### config.mk
export PLATFORM = sky130hd
export DESIGN_NAME = twr_slave
export DESIGN_NICKNAME = d
export VERILOG_FILES = /design/src/rtl/twr_pkg.sv /design/src/rtl/twr_line_sync.sv /design/src/rtl/twr_proto.sv /design/src/rtl/twr_regbank.sv /design/src/rtl/twr_slave.sv
export SDC_FILE = /design/constraint.sdc
export NUM_CORES = 1
export LEC_CHECK = 0
export BUFFER_PORTS_ARGS = -buffer_cell sky130_fd_sc_hd__buf_2
export CORE_MARGIN = 10
export CORE_UTILIZATION = 50
export DETAILED_ROUTE_END_ITERATION = 10
export PLACE_DENSITY = 0.72
export SETUP_SLACK_MARGIN = 0.05
export SLEW_MARGIN = 20
export SYNTH_ARGS = -nofsm -noshare
export SYNTH_HDL_FRONTEND = slang
export SYNTH_SLANG_ARGS = --single-unit
### constraint.sdc
create_clock -name clk_i -period 3 [get_ports clk_i]
set_input_delay 0.6 -clock clk_i [delete_from_list [all_inputs] [get_ports clk_i]]
set_output_delay 0.6 -clock clk_i [all_outputs]
set_load 0.02 [all_outputs]
### src/rtl/twr_pkg.sv
package twr_pkg;
  typedef enum logic [2:0] {
    ST_IDLE, ST_RX, ST_RACK, ST_TX, ST_MACK, ST_IGN
  } twr_state_e;

  typedef enum logic [1:0] {K_ADDR, K_PTR, K_DATA} twr_kind_e;

  localparam logic [7:0] DEV_WR = 8'h24;
  localparam logic [7:0] DEV_RD = 8'h25;
endpackage

### src/rtl/twr_line_sync.sv
module twr_line_sync #(
  parameter int STAGES = 2
) (
  input  logic clk_i,
  input  logic rst_ni,
  input  logic scl_i,
  input  logic sda_i,
  output logic scl_o,
  output logic sda_o,
  output logic scl_rise_o,
  output logic scl_fall_o,
  output logic start_o,
  output logic stop_o
);
  localparam int LINES = 2;

  logic [LINES-1:0] raw, synced, prev;
  assign raw = {scl_i, sda_i};

  for (genvar l = 0; l < LINES; l++) begin : g_line
    logic [STAGES-1:0] chain;
    always_ff @(posedge clk_i or negedge rst_ni) begin
      if (!rst_ni) chain <= '1;
      else         chain <= {chain[STAGES-2:0], raw[l]};
    end
    assign synced[l] = chain[STAGES-1];
  end

  always_ff @(posedge clk_i or negedge rst_ni) begin
    if (!rst_ni) prev <= '1;
    else         prev <= synced;
  end

  assign scl_o      = synced[1];
  assign sda_o      = synced[0];
  assign scl_rise_o = synced[1] & ~prev[1];
  assign scl_fall_o = ~synced[1] & prev[1];
  // data edge with clock held high on both samples
  assign start_o    = synced[1] & prev[1] & prev[0] & ~synced[0];
  assign stop_o     = synced[1] & prev[1] & ~prev[0] & synced[0];
endmodule

### src/rtl/twr_proto.sv
module twr_proto
  import twr_pkg::*;
#(
  parameter int PTR_W = 8
) (
  input  logic             clk_i,
  input  logic             rst_ni,
  input  logic             sda_s_i,
  input  logic             scl_rise_i,
  input  logic             scl_fall_i,
  input  logic             start_i,
  input  logic             stop_i,
  input  logic [7:0]       rd_data_i,
  output logic             wr_en_o,
  output logic [PTR_W-1:0] wr_addr_o,
  output logic [7:0]       wr_data_o,
  output logic [PTR_W-1:0] ptr_o,
  output twr_state_e       state_o,
  output logic             sda_oe_o
);
  twr_state_e       state;
  twr_kind_e        kind;
  logic             rd_mode, pend, ack_ok, mack;
  logic [2:0]       cnt;
  logic [7:0]       shreg, txsh;
  logic [PTR_W-1:0] ptr;
  logic [7:0]       rx_byte;

  assign rx_byte = {shreg[6:0], sda_s_i};

  always_ff @(posedge clk_i or negedge rst_ni) begin
    if (!rst_ni) begin
      state     <= ST_IDLE;
      kind      <= K_ADDR;
      rd_mode   <= 1'b0;
      pend      <= 1'b0;
      ack_ok    <= 1'b0;
      mack      <= 1'b0;
      cnt       <= '0;
      shreg     <= '0;
      txsh      <= '0;
      ptr       <= '0;
      wr_en_o   <= 1'b0;
      wr_addr_o <= '0;
      wr_data_o <= '0;
    end else begin
      wr_en_o <= 1'b0;
      if (stop_i) begin
        state <= ST_IDLE;
        pend  <= 1'b0;
      end else if (start_i) begin
        state <= ST_RX;
        kind  <= K_ADDR;
        cnt   <= '0;
        pend  <= 1'b0;
      end else begin
        unique case (state)
          ST_RX: begin
            if (scl_rise_i) begin
              shreg <= rx_byte;
              cnt   <= cnt + 3'd1;
              if (cnt == 3'd7) begin
                pend <= 1'b1;
                unique case (kind)
                  K_ADDR: begin
                    if (rx_byte == DEV_WR) begin
                      ack_ok <= 1'b1; rd_mode <= 1'b0; kind <= K_PTR;
                    end else if (rx_byte == DEV_RD) begin
                      ack_ok <= 1'b1; rd_mode <= 1'b1; kind <= K_DATA;
                    end else begin
                      ack_ok <= 1'b0;
                    end
                  end
                  K_PTR: begin
                    ptr    <= rx_byte[PTR_W-1:0];
                    ack_ok <= 1'b1;
                    kind   <= K_DATA;
                  end
                  default: begin
                    wr_en_o   <= 1'b1;
                    wr_addr_o <= ptr;
                    wr_data_o <= rx_byte;
                    ptr       <= ptr + PTR_W'(1);
                    ack_ok    <= 1'b1;
                  end
                endcase
              end
            end else if (scl_fall_i && pend) begin
              pend  <= 1'b0;
              state <= ack_ok ? ST_RACK : ST_IGN;
            end
          end
          ST_RACK: begin
            if (scl_fall_i) begin
              cnt <= '0;
              if (rd_mode) begin
                state <= ST_TX;
                txsh  <= rd_data_i;
                ptr   <= ptr + PTR_W'(1);
              end else begin
                state <= ST_RX;
              end
            end
          end
          ST_TX: begin
            if (scl_fall_i) begin
              txsh <= {txsh[6:0], 1'b0};
              cnt  <= cnt + 3'd1;
              if (cnt == 3'd7) state <= ST_MACK;
            end
          end
          ST_MACK: begin
            if (scl_rise_i) begin
              mack <= ~sda_s_i;
            end else if (scl_fall_i) begin
              if (mack) begin
                state <= ST_TX;
                txsh  <= rd_data_i;
                ptr   <= ptr + PTR_W'(1);
                cnt   <= '0;
              end else begin
                state <= ST_IGN;
              end
            end
          end
          default: ;
        endcase
      end
    end
  end

  assign ptr_o    = ptr;
  assign state_o  = state;
  assign sda_oe_o = (state == ST_RACK) || (state == ST_TX && !txsh[7]);
endmodule

### src/rtl/twr_regbank.sv
module twr_regbank #(
  parameter int NUM_CTRL = 16,
  parameter int NUM_STAT = 4,
  parameter int PTR_W    = 8
) (
  input  logic                  clk_i,
  input  logic                  rst_ni,
  input  logic                  wr_en_i,
  input  logic [PTR_W-1:0]      wr_addr_i,
  input  logic [7:0]            wr_data_i,
  input  logic [PTR_W-1:0]      rd_addr_i,
  input  logic [NUM_STAT*8-1:0] status_i,
  output logic [7:0]            rd_data_o,
  output logic [NUM_CTRL*8-1:0] ctrl_o
);
  logic [7:0] regs [NUM_CTRL];

  always_ff @(posedge clk_i or negedge rst_ni) begin
    if (!rst_ni) begin
      for (int i = 0; i < NUM_CTRL; i++) regs[i] <= '0;
    end else if (wr_en_i) begin
      for (int i = 0; i < NUM_CTRL; i++)
        if (wr_addr_i == PTR_W'(i)) regs[i] <= wr_data_i;
    end
  end

  for (genvar g = 0; g < NUM_CTRL; g++) begin : g_out
    assign ctrl_o[g*8 +: 8] = regs[g];
  end

  always_comb begin
    rd_data_o = '0;
    for (int i = 0; i < NUM_CTRL; i++)
      if (rd_addr_i == PTR_W'(i)) rd_data_o = regs[i];
    for (int j = 0; j < NUM_STAT; j++)
      if (rd_addr_i == PTR_W'(NUM_CTRL + j)) rd_data_o = status_i[j*8 +: 8];
  end
endmodule

### src/rtl/twr_slave.sv
module twr_slave
  import twr_pkg::*;
#(
  parameter int NUM_CTRL = 16,
  parameter int NUM_STAT = 4
) (
  input  logic                  clk_i,
  input  logic                  rst_ni,
  input  logic                  scl_i,
  input  logic                  sda_i,
  output logic                  sda_oe_o,
  input  logic [NUM_STAT*8-1:0] status_i,
  output logic [NUM_CTRL*8-1:0] ctrl_o
);
  localparam int PTR_W = 8;

  logic             scl_s, sda_s, scl_rise, scl_fall, start_evt, stop_evt;
  logic             wr_en;
  logic [PTR_W-1:0] wr_addr, ptr;
  logic [7:0]       wr_data, rd_data;
  twr_state_e       state;

  twr_line_sync #(.STAGES(2)) u_sync (
    .clk_i, .rst_ni, .scl_i, .sda_i,
    .scl_o(scl_s), .sda_o(sda_s),
    .scl_rise_o(scl_rise), .scl_fall_o(scl_fall),
    .start_o(start_evt), .stop_o(stop_evt)
  );

  twr_proto #(.PTR_W(PTR_W)) u_proto (
    .clk_i, .rst_ni,
    .sda_s_i(sda_s), .scl_rise_i(scl_rise), .scl_fall_i(scl_fall),
    .start_i(start_evt), .stop_i(stop_evt),
    .rd_data_i(rd_data),
    .wr_en_o(wr_en), .wr_addr_o(wr_addr), .wr_data_o(wr_data),
    .ptr_o(ptr), .state_o(state), .sda_oe_o
  );

  twr_regbank #(.NUM_CTRL(NUM_CTRL), .NUM_STAT(NUM_STAT), .PTR_W(PTR_W)) u_regs (
    .clk_i, .rst_ni,
    .wr_en_i(wr_en), .wr_addr_i(wr_addr), .wr_data_i(wr_data),
    .rd_addr_i(ptr), .status_i, .rd_data_o(rd_data), .ctrl_o
  );
endmodule

# Word-level counts from Yosys, hierarchy flattened
# Cells that the tools add are included.
# Widths: inputs -> output; s select.
# totals
output_inout_bits,129
regBits,186
inputBits,36
wordCells,241
# classes
eq_ne,66
reduce_logical,46
n_bitwise,14
muxes,81
add_sub_neg,2
# op_table
cell,count
$mux 8,33
$eq 8x4->1 const B,16
$eq 8x3->1 const B,8
$mux 3,18
$pmux 8 s3,2
$eq 8x2->1 const B,4
$eq 8x5->1 const B,4
$reduce_and 2->1,16
$pmux 3 s4,2
$ne 4x3->1 const B,5
$mux 1,17
$eq 8x1->1 const B,2
$eq 8x6->1 const B,2
$logic_not 8->1,2
$pmux 8 s2,1
$reduce_and 8->1,2
$mux 2,7
$ne 2x1->1 const B,6
$ne 3x2->1 const B,4
$reduce_and 6->1,2
$reduce_bool 3->1,4
$reduce_and 11->1,1
$reduce_and 9->1,1
$add 8x1->8 const B,1
26 further kinds,49

# Logic depth before layout (Yosys ltp)
# Gate-level depths: netlist of run 1.
# depth
depth_word,25
depth_mapped,12
ltp_nobuf,8

# By module
# A second synthesis of run 1 with hierarchy kept.
# hier_totals
hier_cells,863
area_unflattened_um2,9947.0
# by_module_without_submodules
module,seq_area_each_um2,area_per_inst_um2,n_inst,cells_per_inst
twr_regbank,3203.1,6962.9,1,614
twr_proto,1301.2,2793.9,1,239
twr_line_sync,157.7,190.2,1,10

# Worst setup path after synthesis of run 1
# No wires, ideal clock.
# synth_timing
path_kind,register to register
startpoint,"register u_proto.ptr[0], in the netlist u_proto.ptr_o[0]"
endpoint,register u_proto.txsh[1]
setup_ps,119
path_buffers,3
path_stages_with_launch,10
required_ps,2881
t_arrival_ps,2128
slack_ps,753
cell_sequence,dfrtp_1 -> inv_1 -> ha_1 -> clkbuf_1 -> clkbuf_1 -> clkbuf_1 -> nand3_1 -> o21ai_0 -> o211ai_1 -> o21ba_1
# synth_between
elab_chain_len,25
word_cells_on_any_way,46
cone_classes,eq/ne: 19; mux: 26; reduce/logical: 1
# synth_lines
element,line_no,rtl
from (decl),twr_proto.sv:26,logic [PTR_W-1:0] ptr;
from (signal assigned),twr_proto.sv:75,ptr <= rx_byte[PTR_W-1:0];
from (signal assigned),twr_proto.sv:83,ptr <= ptr + PTR_W'(1);
from (signal assigned),twr_proto.sv:99,ptr <= ptr + PTR_W'(1);
$logic_not 8->1,twr_regbank.sv:34,if (rd_addr_i == PTR_W'(i)) rd_data_o = regs[i];
$mux 8 (16 in a row),twr_regbank.sv:34,
$mux 8 (3 in a row),twr_regbank.sv:36,if (rd_addr_i == PTR_W'(NUM_CTRL + j)) rd_data_o = status_i[j*8 +: 8];
$mux 8 (*),twr_regbank.sv:36,
$mux 8,twr_proto.sv:116,if (mack) begin
$mux 8,twr_proto.sv:115,end else if (scl_fall_i) begin
$mux 8,twr_proto.sv:113,if (scl_rise_i) begin
$pmux 8 s3 (*),twr_proto.sv:57,unique case (state)
to (signal assigned),twr_proto.sv:98,txsh <= rd_data_i;
to (signal assigned),twr_proto.sv:107,"txsh <= {txsh[6:0], 1'b0};"
to (signal assigned),twr_proto.sv:118,txsh <= rd_data_i;
to (decl),twr_proto.sv:25,"logic [7:0] shreg, txsh;"
# Mark *: on every way between the ends. The rest lies on a longest branch, timed or not. The select of a mux whose other input is x is not followed.
# A chain may end at the register's enable or synchronous reset.

# Worst setup path in the final report of run 1
# layout_timing
startpoint,"register u_proto.ptr[1], in the netlist u_proto.ptr_o[1]"
endpoint,register u_proto.txsh[3]
# The elaborated chain is that of the path after synthesis.

==> impl_metrics.json, run 1 <==
{
  "start_util_pct": 51.3,
  "dieArea_um2": 25300,
  "grt_pass1_vias": 8442,
  "cp_max_fo": 29,
  "dp.cells": 1333,
  "cp-end-kind": "register",
  "dp_hpwl_um": 23700,
  "synth.avg_cell_area_um2": 10.3,
  "start_kind": "register",
  "post-route-period-util_pct": 88.5,
  "finClkSkew_ps": 12.0,
  "dp_slack_ps": 452,
  "wl_met1_um": 13800,
  "synth_top_area_share_pct": 46.7,
  "clk_latency_ps": 450,
  "post_drt_wl_per_cell_um": 23.7,
  "viasPerCell": 6.15,
  "synth-seq-cells": 186,
  "met3WireLength_um": 2720,
  "synth.area.top_cells": "dfrtp_1 47%, mux2_2 16%, nand2_1 4.2%",
  "status": "completed",
  "slew_headroom_pct": 52.7,
  "finalWirelength_um": 32400,
  "top_layer_used": "met4",
  "die_w_um": 159,
  "area_delta_synth_final_pct": 18.5,
  "seqCellArea_um2": 4660,
  "peakVddDrop_mv": 0.467,
  "synth_edf_count": 0,
  "antenna_found_initial": 0,
  "power_density_nw_per_um2": 639,
  "drtPass1Iterations": 5,
  "cts-resized-gates": 0,
  "drv_slew": 0,
  "yosysUniqueCellTypes": 72,
  "grt_setup_unrepaired": "no",
  "cp_slowest_stage_delay_ps": 450,
  "syn_nets": 975,
  "fin_crit_ps": 2650,
  "power.switching_uw": 2670,
  "core_area_um2": 18800,
  "root_buffer": "clkbuf_16",
  "cts_hold_buffers": 0,
  "place_congestion": 0.942,
  "path_delay_family": "compound AO/OA/AOI/OAI gates",
  "ys_top_cells_by_count": "180 x dfrtp_1, 139 x mux2_2, 108 x nand2_1",
  "fin_nets": 1134,
  "worstSetupPathType": "register to register",
  "cts_buffers": 17,
  "multiInputGateArea_um2": 4650,
  "setup_violations": 0,
  "drive_gt1_share_pct": 36.1,
  "io_buffers": 164,
  "ys_seq_area_share_pct": 48.3,
  "synthesis.instances": 933,
  "cts.sinks": 186,
  "drc": 0,
  "clock.fmax_mhz": 377,
  "p_leak_uw": 0.00569,
  "p_clk_share_pct": 31.3,
  "combPwrFrac_pct": 28.7,
  "ys.flop_type": "dfrtp_1",
  "io_pins": 165,
  "track_usage_pct": 25.0,
  "instances_no_fill": 1365,
  "diodes": 0,
  "hold_violations": 0,
  "synthMostInstantiatedCell": "dfrtp_1",
  "tns_ps": 0,
  "cts_buffer_depth": 2,
  "crit_required_ps": 3330,
  "cp.arrival_ps": 2980,
  "switching_share_pct": 36.6,
  "gr-total-overflow": 0,
  "rows": 50,
  "cts_setup_buffers": 0,
  "yosys_warnings": 0,
  "slowest_stage": "dfrtp_1",
  "path_clk_slew_ps": 70,
  "die_h_um": 159,
  "vias": 8393,
  "cts_tree": "done",
  "drv_cap": 0,
  "critPathBufInv": 2,
  "worst_slew_pin_slew_ps": 710,
  "synth-async-reset-ratio_pct": 100,
  "h-tree-depth": 4,
  "postRouteAntennaNets": 0,
  "grt_pass1_wl_um": 50300,
  "first_iter_violations": 908,
  "path_cells": "inv_1, ha_2, buf_4, nor2b_1, nand4_1, o221ai_1, o211ai_1, o21ba_1",
  "met2WireLength_um": 15000,
  "intPower_uw": 4640,
  "layout_setup_ws_ps": 345,
  "syn-cell-area_um2": 9650,
  "hold_class": "input port to async pin",
  "grt_max_degree": 72,
  "p_seq_share_pct": 40.0,
  "nFillCells": 1575,
  "yosysTopAreaCell": "dfrtp_1"
}
## sequential cells by signal, summed over array words and instances (netlist names)
| name | flops |
|---|---|
| u_regs.ctrl_o | 128 |
| u_proto.ptr_o | 8 |
| u_proto.txsh | 8 |
| u_proto.wr_addr_o | 8 |
| u_proto.wr_data_o | 8 |
| u_proto.shreg | 7 |
| u_sync.g_line.chain | 4 |
| u_proto.cnt | 3 |
| u_proto.state_o | 3 |
| u_proto.kind | 2 |
| u_sync.prev | 2 |
| u_proto.ack_ok | 1 |
| u_proto.mack | 1 |
| u_proto.pend | 1 |
| u_proto.rd_mode | 1 |
| u_proto.wr_en_o | 1 |
## metal layers
metal,global-route usage [%],vias to the layer above
met3,5.91,67
met4,8.00,0
li1,-,3716
met1,33.9,4147
met2,38.8,463
met5,0,-
## final cells by class
type / instances / area share [%]
clock buffers: 18 / 3.84
well taps: 260 / 2.84
clock inverters: 14 / 1.33
repair buffers: 201 / 9.77
multi-input cells: 662 / 40.7
flip-flops and latches: 186 / 40.8
inverters: 24 / 0.787
## logic make-up (layout without fill, tap and decap cells)
family                   after synthesis  count (layout)  share of synthesized area (%)
flip-flops                           186             186                           48.3
multiplexers                         146             146                           16.9
AO/OA/AOI/OAI                        220             220                           15.6
XOR/XNOR                               1               1                         0.0907
adder cells (fa/ha/maj)                6               6                          0.778
buffers and inverters                 85             257                           3.67
AND/OR/NAND/NOR                      289             289                           14.7
## final timing paths
| kind | start | to | slack [ps] | depth (start not counted) |
|---|---|---|---|---|
| worst min-delay path | rst_ni | u_proto.ptr_o[7]$_DFFE_PN0P_ | 120 | 1 |
| worst min register to register | u_sync.g_line[1].chain[0]$_DFF_PN1_ | u_sync.g_line[1].chain[1]$_DFF_PN1_ | 360 | 0 |
| max in group asynchronous | rst_ni | u_sync.prev[1]$_DFF_PN1_ | 2090 | 2 |
| worst max register to register | u_proto.ptr_o[1]$_DFFE_PN0P_ | u_proto.txsh[3]$_DFFE_PN0P_ | 350 | 8 |
| min in group clk_i | scl_i | u_sync.g_line[1].chain[0]$_DFF_PN1_ | 260 | 1 |
| worst max-delay path | u_proto.ptr_o[1]$_DFFE_PN0P_ | u_proto.txsh[3]$_DFFE_PN0P_ | 350 | 8 |
## through the flow
stage               area [um^2]  utilization (%)  hold slack, ps  total power, uW
floorplan                  9650                -             304             4310
global placement          10800             57.6             347             4990
detailed placement        10800             57.6             349             5000
CTS                       11400             60.8             137             7270
global route              11400             60.8             148             7650
finish                    11400             60.8             118             7310
## placed cells by master, fill, tap and decap left out, drive strengths merged, types with 10 or more instances in the layout
master  netlist  layout
a21oi        48      48
a31oi        15      15
buf          17     201
clkbuf       44      18
dfrtp       180     180
inv          22      28
mux2        139     139
nand2       108     108
nand2b       10      10
nand3        29      29
nand3b       11      11
nor2         61      61
nor2b        18      18
nor3         13      13
o211ai       13      13
o21ai        52      52
## power groups by stage
| stage | Sequential, uW | Clock, uW | Combinational, uW |
|---|---|---|---|
| floorplan | 2850 | 0 | 1470 |
| global placement | 2960 | 0 | 2030 |
| detailed placement | 2960 | 0 | 2040 |
| CTS | 2920 | 2290 | 2060 |
| global route | 2950 | 2410 | 2300 |
| finish | 2920 | 2290 | 2100 |
Power figures use the tool's default switching activity.
==> run 2: changes to the inputs <==
--- a/config.mk
+++ b/config.mk
@@ -7,9 +7,9 @@
 export LEC_CHECK = 0
 export BUFFER_PORTS_ARGS = -buffer_cell sky130_fd_sc_hd__buf_2
 export CORE_MARGIN = 10
-export CORE_UTILIZATION = 50
+export CORE_UTILIZATION = 57
 export DETAILED_ROUTE_END_ITERATION = 10
-export PLACE_DENSITY = 0.72
+export PLACE_DENSITY = 0.81
 export SETUP_SLACK_MARGIN = 0.05
 export SLEW_MARGIN = 20
 export SYNTH_ARGS = -nofsm -noshare
==> impl_metrics.json, run 2 (synthesis gave the netlist of run 1 again) <==
{
  "status": "completed",
  "grt_pass1_vias": 8468,
  "io_pins": 165,
  "gr-total-overflow": 0,
  "clock.fmax_mhz": 359,
  "clk_latency_ps": 450,
  "cp-end-kind": "register",
  "cts_hold_buffers": 0,
  "r2r_setup_slack_ps": 210,
  "start_kind": "register",
  "die_h_um": 150,
  "cp_max_fo": 11,
  "grt_max_degree": 64,
  "vias": 8767,
  "layout_common_cells": "180 x dfrtp_1, 163 x buf_2, 139 x mux2_2",
  "largest_register_ffs": 128,
  "dieArea_um2": 22500,
  "slew_headroom_pct": 53.3,
  "r2r_start": "u_proto.ptr_o[4]$_DFFE_PN0P_",
  "track_usage_pct": 28.8,
  "setup_violations": 0,
  "io_buffers": 164,
  "root_buffer": "clkbuf_16",
  "start_util_pct": 58.2,
  "cts_tree": "done",
  "dp_hpwl_um": 23800,
  "h-tree-depth": 4,
  "die_w_um": 150,
  "p_total_uw": 7330,
  "nFillCells": 1261,
  "cts-resized-gates": 0,
  "final_util_pct": 68.8,
  "cts_buffers": 17,
  "drv_slew": 0,
  "hold_class": "input port to async pin",
  "cts_setup_buffers": 0,
  "path_clk_slew_ps": 70,
  "peakVddDrop_mv": 0.543,
  "tns_ps": 0,
  "cts.sinks": 186,
  "first_iter_violations": 1088,
  "finalWirelength_um": 32500,
  "p_leak_uw": 0.00571,
  "diodes": 0,
  "core_area_um2": 16600,
  "post_drt_wl_per_cell_um": 24.5,
  "drive_gt1_share_pct": 36.1,
  "hold_violations": 0,
  "area_delta_synth_final_pct": 18.3,
  "cp.arrival_ps": 3120,
  "grt_setup_unrepaired": "no",
  "drv_cap": 0,
  "place_congestion": 1.05,
  "finClkSkew_ps": 12.0,
  "worstSetupPathType": "register to register",
  "postRouteAntennaNets": 0,
  "grt_pass1_wl_um": 50300,
  "final_common_cell": "dfrtp_1",
  "drtPass1Iterations": 7,
  "drc": 0,
  "post-route-period-util_pct": 93.0,
  "power_density_nw_per_um2": 643,
  "fin_nets": 1136,
  "worst_r2r_path_depth": 6,
  "fin_crit_ps": 2790,
  "r2r-end": "u_proto.txsh[1]$_DFFE_PN0P_",
  "worst_slew_pin_slew_ps": 694,
  "antenna_found_initial": 0,
  "cts_buffer_depth": 2,
  "viasPerCell": 6.61,
  "crit_required_ps": 3330,
  "rows": 47
}
==> run 2: cell count changes in the layout (fill, tap and decap cells not counted), sizes merged <==
cell | previous run | this run
clkinvlp | 3 | 1
inv | 28 | 30
buf | 201 | 203
==> run 2: layer usage <==
layer / part of all wire, % / global-route usage [%] / wire [um] / vias to the layer above
met4: 3.2 / 10.5 / 1020 / 0
met1: 39 / 38.9 / 12800 / 4305
li1: - / - / - / 3740
met5: 0 / 0 / 0 / -
met2: 46 / 44.2 / 15100 / 631
met3: 11 / 7.11 / 3540 / 91
==> run 2: how the worst max path moves through the flow <==
stage,slack (ps),cells after the start,end,from
2_1_floorplan,750,9,u_proto.txsh[1]$_DFFE_PN0P_,u_proto.ptr_o[0]$_DFFE_PN0P_
3_3_place_gp,370,6,u_proto.txsh[1]$_DFFE_PN0P_,u_proto.ptr_o[4]$_DFFE_PN0P_
3_5_place_dp,360,6,u_proto.txsh[1]$_DFFE_PN0P_,u_proto.ptr_o[4]$_DFFE_PN0P_
4_1_cts,310,6,u_proto.txsh[1]$_DFFE_PN0P_,u_proto.ptr_o[4]$_DFFE_PN0P_
5_1_grt,100,6,u_proto.txsh[1]$_DFFE_PN0P_,u_proto.ptr_o[4]$_DFFE_PN0P_
6_report,210,6,u_proto.txsh[1]$_DFFE_PN0P_,u_proto.ptr_o[4]$_DFFE_PN0P_
==> run 2: stage by stage <==
step	instance area (um^2)	std cells	setup WS [ps]	hold WS, ps
final	11400	1327	211	145
after global routing	11400	1327	97.6	191
after CTS	11400	1327	305	171
after detailed placement	10800	1295	365	347
after global placement	10800	1295	365	346
after floorplan	9650	933	753	304
==> run 2: critical path: stages, from the launching register on <==
cell,delay [ps]
dfrtp_1,500
or4_1,770
nor2_1,440
nand4_1,260
o221ai_1,370
o211ai_1,150
o21ba_1,190
==> run 2: layout make-up <==
class / instances / area [um^2] / share of cell area [%]
Inverter: 24 / 90.1 / 0.789
Tap cell: 220 / 275 / 2.41
Timing Repair Buffer: 203 / 1140 / 10.0
Clock buffer: 18 / 439 / 3.85
Clock inverter: 14 / 153 / 1.34
Sequential cell: 186 / 4660 / 40.8
Multi-Input combinational cell: 662 / 4650 / 40.7
==> run 2: report_power, final <==
| part | switching, uW | internal (uW) |
|---|---|---|
| sequential | 248 | 2680 |
| combinational | 1340 | 787 |
| clock | 1080 | 1200 |
